<file path="src/rtl/fuse_rd_pkg.sv">
package fuse_rd_pkg;

    localparam int ADDR_W  = 8;
    localparam int DATA_W  = 32;
    localparam int BLK_W   = 16;
    localparam int BLK_CNT = 32;
    localparam int IDX_W   = $clog2(BLK_CNT);
    localparam int TIM_W   = 8;

    localparam logic [TIM_W-1:0] TIM_DEFAULT = TIM_W'(8);
    localparam logic [TIM_W-1:0] TIM_MIN     = TIM_W'(2);

    // register byte offsets
    localparam logic [ADDR_W-1:0] OFS_DATA  = ADDR_W'(8'h04);
    localparam logic [ADDR_W-1:0] OFS_INDEX = ADDR_W'(8'h0C);
    localparam logic [ADDR_W-1:0] OFS_CMD   = ADDR_W'(8'h10);
    localparam logic [ADDR_W-1:0] OFS_STAT  = ADDR_W'(8'h14);
    localparam logic [ADDR_W-1:0] OFS_TIM   = ADDR_W'(8'h24);

    // command bit positions
    localparam int CMD_PGM = 0;
    localparam int CMD_RD  = 1;
    localparam int CMD_CLR = 2;

    localparam int STAT_W = 5;

    // status word, MSB first: done, prot, standby, busy, program busy
    typedef struct packed {
        logic rd_done;
        logic glb_prot;
        logic standby;
        logic rd_busy;
        logic pgm_busy;
    } fuse_stat_t;

    typedef struct packed {
        logic pgm_go;
        logic rd_go;
        logic clr_done;
    } fuse_cmd_t;

    typedef enum logic {
        SEQ_IDLE,
        SEQ_READ
    } seq_state_t;

    function automatic logic [TIM_W-1:0] eff_timing(input logic [TIM_W-1:0] v);
        return (v < TIM_MIN) ? TIM_MIN : v;
    endfunction

    function automatic logic [DATA_W-1:0] zext_blk(input logic [BLK_W-1:0] d);
        return {{(DATA_W-BLK_W){1'b0}}, d};
    endfunction

endpackage

</file>
<file path="src/rtl/fuse_rd_regs.sv">
module fuse_rd_regs
    import fuse_rd_pkg::*;
(
    input  logic              clk,
    input  logic              rst,
    input  logic [ADDR_W-1:0] bus_addr,
    input  logic              bus_we,
    input  logic [DATA_W-1:0] bus_wdata,
    input  fuse_stat_t        stat,
    input  logic [DATA_W-1:0] rd_word,
    output logic [IDX_W-1:0]  blk_idx,
    output logic [TIM_W-1:0]  rd_cycles,
    output fuse_cmd_t         cmd,
    output logic [DATA_W-1:0] bus_rdata
);

    logic [TIM_W-1:0] tim_q;
    logic             wr_index;
    logic             wr_tim;
    logic             wr_cmd;
    logic             unused_wbits;

    assign wr_index = bus_we && (bus_addr == OFS_INDEX);
    assign wr_tim   = bus_we && (bus_addr == OFS_TIM);
    assign wr_cmd   = bus_we && (bus_addr == OFS_CMD);

    assign unused_wbits = ^bus_wdata[DATA_W-1:TIM_W];

    always_ff @(posedge clk) begin
        if (rst) begin
            blk_idx <= '0;
            tim_q   <= TIM_DEFAULT;
        end else begin
            if (wr_index) blk_idx <= bus_wdata[IDX_W-1:0];
            if (wr_tim)   tim_q   <= bus_wdata[TIM_W-1:0];
        end
    end

    assign rd_cycles = eff_timing(tim_q);

    // one-cycle command pulses; zeros do nothing
    always_comb begin
        cmd.pgm_go   = wr_cmd && bus_wdata[CMD_PGM];
        cmd.rd_go    = wr_cmd && bus_wdata[CMD_RD];
        cmd.clr_done = wr_cmd && bus_wdata[CMD_CLR];
    end

    always_comb begin
        bus_rdata = '0;
        case (bus_addr)
            OFS_DATA:  bus_rdata = rd_word;
            OFS_INDEX: bus_rdata = {{(DATA_W-IDX_W){1'b0}}, blk_idx};
            OFS_STAT:  bus_rdata = {{(DATA_W-STAT_W){1'b0}}, stat};
            OFS_TIM:   bus_rdata = {{(DATA_W-TIM_W){1'b0}}, tim_q};
            default:   bus_rdata = '0;
        endcase
    end

endmodule

</file>
<file path="src/rtl/fuse_rd_seq.sv">
module fuse_rd_seq
    import fuse_rd_pkg::*;
(
    input  logic              clk,
    input  logic              rst,
    input  logic              mod_en,
    input  fuse_cmd_t         cmd,
    input  logic [IDX_W-1:0]  blk_idx,
    input  logic [TIM_W-1:0]  rd_cycles,
    input  logic [BLK_W-1:0]  fa_rdata,
    output fuse_stat_t        stat,
    output logic [DATA_W-1:0] rd_word,
    output logic              fa_sel,
    output logic [IDX_W-1:0]  fa_addr
);

    seq_state_t       state;
    logic [TIM_W-1:0] cnt;
    logic [IDX_W-1:0] lat_idx;
    logic             done_q;
    logic             standby;
    logic             last_cyc;
    logic             unused_pgm;

    assign standby    = mod_en && (state == SEQ_IDLE);
    assign last_cyc   = (state == SEQ_READ) && (cnt == '0);
    // programming is not supported here; its command is accepted and dropped
    assign unused_pgm = cmd.pgm_go;

    always_ff @(posedge clk) begin
        if (rst) begin
            state   <= SEQ_IDLE;
            cnt     <= '0;
            lat_idx <= '0;
            rd_word <= '0;
        end else begin
            case (state)
                SEQ_IDLE: begin
                    if (cmd.rd_go && standby) begin
                        state   <= SEQ_READ;
                        cnt     <= rd_cycles - 1'b1;
                        lat_idx <= blk_idx;
                    end
                end
                SEQ_READ: begin
                    if (last_cyc) begin
                        state   <= SEQ_IDLE;
                        rd_word <= zext_blk(fa_rdata);
                    end else begin
                        cnt <= cnt - 1'b1;
                    end
                end
                default: state <= SEQ_IDLE;
            endcase
        end
    end

    // completion takes priority over a clear in the same cycle
    always_ff @(posedge clk) begin
        if (rst)               done_q <= 1'b0;
        else if (last_cyc)     done_q <= 1'b1;
        else if (cmd.clr_done) done_q <= 1'b0;
    end

    assign fa_sel  = (state == SEQ_READ);
    assign fa_addr = lat_idx;

    always_comb begin
        stat.rd_done  = done_q;
        stat.glb_prot = 1'b0;
        stat.standby  = standby;
        stat.rd_busy  = (state == SEQ_READ);
        stat.pgm_busy = 1'b0;
    end

endmodule

</file>
<file path="src/rtl/fuse_rd_ctrl.sv">
module fuse_rd_ctrl
    import fuse_rd_pkg::*;
(
    input  logic              clk,
    input  logic              rst,
    input  logic              mod_en,
    input  logic [ADDR_W-1:0] bus_addr,
    input  logic              bus_we,
    input  logic [DATA_W-1:0] bus_wdata,
    output logic [DATA_W-1:0] bus_rdata,
    output logic              fa_sel,
    output logic [IDX_W-1:0]  fa_addr,
    input  logic [BLK_W-1:0]  fa_rdata
);

    fuse_stat_t        stat_w;
    fuse_cmd_t         cmd_w;
    logic [IDX_W-1:0]  blk_idx_w;
    logic [TIM_W-1:0]  rd_cycles_w;
    logic [DATA_W-1:0] rd_word_w;

    fuse_rd_regs u_regs (
        .clk       (clk),
        .rst       (rst),
        .bus_addr  (bus_addr),
        .bus_we    (bus_we),
        .bus_wdata (bus_wdata),
        .stat      (stat_w),
        .rd_word   (rd_word_w),
        .blk_idx   (blk_idx_w),
        .rd_cycles (rd_cycles_w),
        .cmd       (cmd_w),
        .bus_rdata (bus_rdata)
    );

    fuse_rd_seq u_seq (
        .clk       (clk),
        .rst       (rst),
        .mod_en    (mod_en),
        .cmd       (cmd_w),
        .blk_idx   (blk_idx_w),
        .rd_cycles (rd_cycles_w),
        .fa_rdata  (fa_rdata),
        .stat      (stat_w),
        .rd_word   (rd_word_w),
        .fa_sel    (fa_sel),
        .fa_addr   (fa_addr)
    );

endmodule

</file>
<file path="config.mk">
export PLATFORM = sky130hd
export DESIGN_NAME = fuse_rd_ctrl
export DESIGN_NICKNAME = d
export VERILOG_FILES = /design/src/rtl/fuse_rd_pkg.sv /design/src/rtl/fuse_rd_regs.sv /design/src/rtl/fuse_rd_seq.sv /design/src/rtl/fuse_rd_ctrl.sv
export SDC_FILE = /design/constraint.sdc
export NUM_CORES = 1
export LEC_CHECK = 0
export ABC_CLOCK_PERIOD_IN_PS = 4700
export BUFFER_PORTS_ARGS = -buffer_cell sky130_fd_sc_hd__buf_2
export CORE_MARGIN = 2
export CORE_UTILIZATION = 48
export DETAILED_ROUTE_END_ITERATION = 7
export PLACE_DENSITY = 0.8
export SLEW_MARGIN = 20
export SYNTH_ARGS = -nofsm -noshare
export SYNTH_HDL_FRONTEND = slang
export SYNTH_SLANG_ARGS = --single-unit
</file>
<file path="constraint.sdc">
create_clock -name clk -period 4.7 [get_ports clk]
set_input_delay 1.41 -clock clk [delete_from_list [all_inputs] [get_ports clk]]
set_output_delay 1.41 -clock clk [all_outputs]
set_load 0.02 [all_outputs]
</file>
==> metrics.txt <==
Setup Buffers After CTS 0; Setup CP Type input pin to primary output; post-placement setup slack 0.260 ns; clock power share 36.0%; Critical Path End Type primary output; syn avg cell area 7.58 um^2; Port-buffer cells 57; grt ovf 0; final wirelength 5860 um; Chip Width 73.3 um; Slew @ Worst Pin 0.854 ns; Worst Hold Depth 2; Setup Total Neg Slack 0 ns; relative slew slack 43.1%; Pint 0.493 mW; antenna violations before repair 0; LEAKAGE 1.05 nW; DP Area 2550 um^2; CTS Buffer Depth 2; Worst Path Required 3.29 ns; pin count of the biggest net entering global routing 47; Synth Cell Area 2300 um^2; CTS tree built; post-synthesis sequential area ratio 38.2%; crit path time final 4.45 ns; worst reg2reg setup slack 2.33 ns; CTS sink cnt 44; crit path DAT 3.04 ns; Clock transition at path regs 0.08 ns; share of layout cells above drive strength 1 21.4%; Final #Nets 415; Final Hold Fails 0; Gate Count Post-Synth 304; Rows 25; fmax 225 MHz; H-tree level count 2; switch share 24.2%; first-pass iteration count of the detailed router 6; ant diodes 0; Synthesis Warnings 0; core area 4660 um^2; fin area 2640 um^2; post-synthesis async set-or-reset flop share 0%; crit share post-route 94.7%; sw power 0.158 mW; RSZ-0062 raised after global routing false; via count 2339; FILL cells 420; combinational power share 6.5%; wire per inst 14.3 um; max-cap violations 0; first-pass GRT wire length 9580 um; Synth Flop Type dfxtp_1; Max FO, Critical Path 10; Hold Path Origin u_seq.fa_addr[1]; Hold-fix buffers, CTS 0; Root Buffer clkbuf_8; Routability Congestion 0.858; Reg2Reg Launch Point u_regs.tim_q[4]; die footprint 5370 um^2; Layout area overhead 14.4%; all-layer global routing usage 22.4%; vias per cell 5.72; final setup fails 0; post-detail-place hpwl 4060 um; post-layout worst setup margin 0.250 ns; clock skew 0.00503 ns; Post-synth EDFFs 0; FF-to-FF End u_seq.cnt[6]; Yosys cell types 53; outcome completed; R2R depth 8; DIE HEIGHT 73.3 um; vias in the first global route 2110; I/O pin total 98; Final ANT Viol Nets 0; total CTS buffers 5; initial core utilization 49.4%; flops & latches, synth 44; VDD IR max 0.179 mV; Slew Limit Fails 0; post-CTS resize count 0; Seq pwr share 57.4%; Hold Path Sink u_seq.fa_addr[1]; CP Launch Type input pin; P per Cell Area 247 nW/um^2; DRC 0; clk_lat worst skew 0.30 ns; class of the worst hold path register to register; DR iter-0 viols 249
==> power groups by stage <==
stage / combinational (mW) / sequential (mW) / clock, mW
floorplan: 0.0344 / 0.382 / 0
global placement: 0.0416 / 0.382 / 0
detailed placement: 0.0418 / 0.383 / 0
CTS: 0.0421 / 0.374 / 0.239
global route: 0.0468 / 0.374 / 0.256
finish: 0.0426 / 0.374 / 0.235
==> registers in the layout, summed over array words and instances, names as in the netlist <==
signal	cells
u_regs.blk_idx	5
u_regs.tim_q	8
u_seq.cnt	8
u_seq.done_q	1
u_seq.fa_addr	5
u_seq.fa_sel	1
u_seq.rd_word	16
==> cells in the final DEF (no fill, tap or decap), types with 7 or more instances in the layout <==
| master | n |
|---|---|
| a22oi_1 | 7 |
| dfxtp_1 | 44 |
| nand3_1 | 12 |
| nand2_1 | 73 |
| and2_1 | 9 |
| conb_1 | 16 |
| buf_2 | 57 |
| inv_1 | 7 |
| a21oi_1 | 36 |
| nor2_1 | 13 |
==> final cells by class <==
| cell class | instances | area [um^2] | share of cell area (%) |
|---|---|---|---|
| sequential | 44 | 881 | 33.4 |
| clock buffer | 7 | 76.3 | 2.89 |
| multi-input combinational | 234 | 1250 | 47.6 |
| tap | 54 | 67.6 | 2.56 |
| timing repair buffer | 62 | 323 | 12.2 |
| inverter | 7 | 26.3 | 0.996 |
| clock inverter | 1 | 8.76 | 0.332 |
==> kinds of logic after synthesis <==
group	after synthesis	synth area share (%)
and+or+nand+nor	140	29.2
AOI/OAI and AO/OA	73	20.4
DFF	44	38.2
buffers and inverters	41	9.77
muxes	4	1.74
adders and majority gates	1	0.543
other	1	0.163
==> worst max-delay path by stage <==
stage,start,to,slack (ns)
floorplan,bus_addr[3],bus_rdata[4],0.41
global placement,bus_addr[3],bus_rdata[4],0.24
detailed placement,bus_addr[3],bus_rdata[4],0.26
CTS,bus_addr[3],bus_rdata[4],0.25
global route,bus_addr[3],bus_rdata[1],0.15
finish,bus_addr[3],bus_rdata[4],0.25
==> through the flow <==
stage          std cells  hold WS, ns  utilization [%]  power, mW
6_report             409        0.449             56.6      0.651
5_1_grt              409        0.472             56.6      0.677
4_1_cts              409        0.451             56.6      0.655
3_5_place_dp         401        0.439             54.8      0.424
3_3_place_gp         401        0.434             54.8      0.424
2_1_floorplan        319        0.427                -      0.416
==> cell usage after synthesis (all sizes together), types with 2 or more instances <==
master | count | area share, %
inv | 7 | 1.1
o21ai | 4 | 0.87
nor4 | 3 | 0.81
nand2b | 2 | 0.54
o311ai | 2 | 0.76
a31oi | 3 | 0.81
nand2 | 73 | 12
a21oi | 36 | 7.8
buf | 22 | 6.7
dfxtp | 44 | 38
and2 | 9 | 2.4
nor3b | 2 | 0.65
nor2 | 16 | 2.9
mux2i | 4 | 1.7
clkbuf | 12 | 2.0
nand3 | 12 | 2.6
nor3 | 4 | 0.87
a22oi | 7 | 2.3
or2 | 2 | 0.54
o22ai | 3 | 0.81
a32oi | 2 | 0.76
or4b | 2 | 0.87
nand4 | 4 | 1.1
nand3b | 2 | 0.65
a222oi | 2 | 0.87
a22o | 3 | 1.1
or4 | 3 | 1.1
==> critical path, cell delays in order <==
cell and delay, ns:
buf_2 0.11, or4b_2 0.73, nor2_2 0.40, a22oi_1 0.13, nand2_1 0.10, buf_2 0.16
==> layer usage <==
metal  global-route usage [%]  part of all wire [%]  vias up
li1                         -                     -     1138
met1                     29.9                    43     1077
met2                     37.2                    48      107
met3                     2.88                   6.5       17
met4                     8.28                   2.2        0
met5                        0                     0        -
No activity file was read; power rests on OpenSTA's default activity.
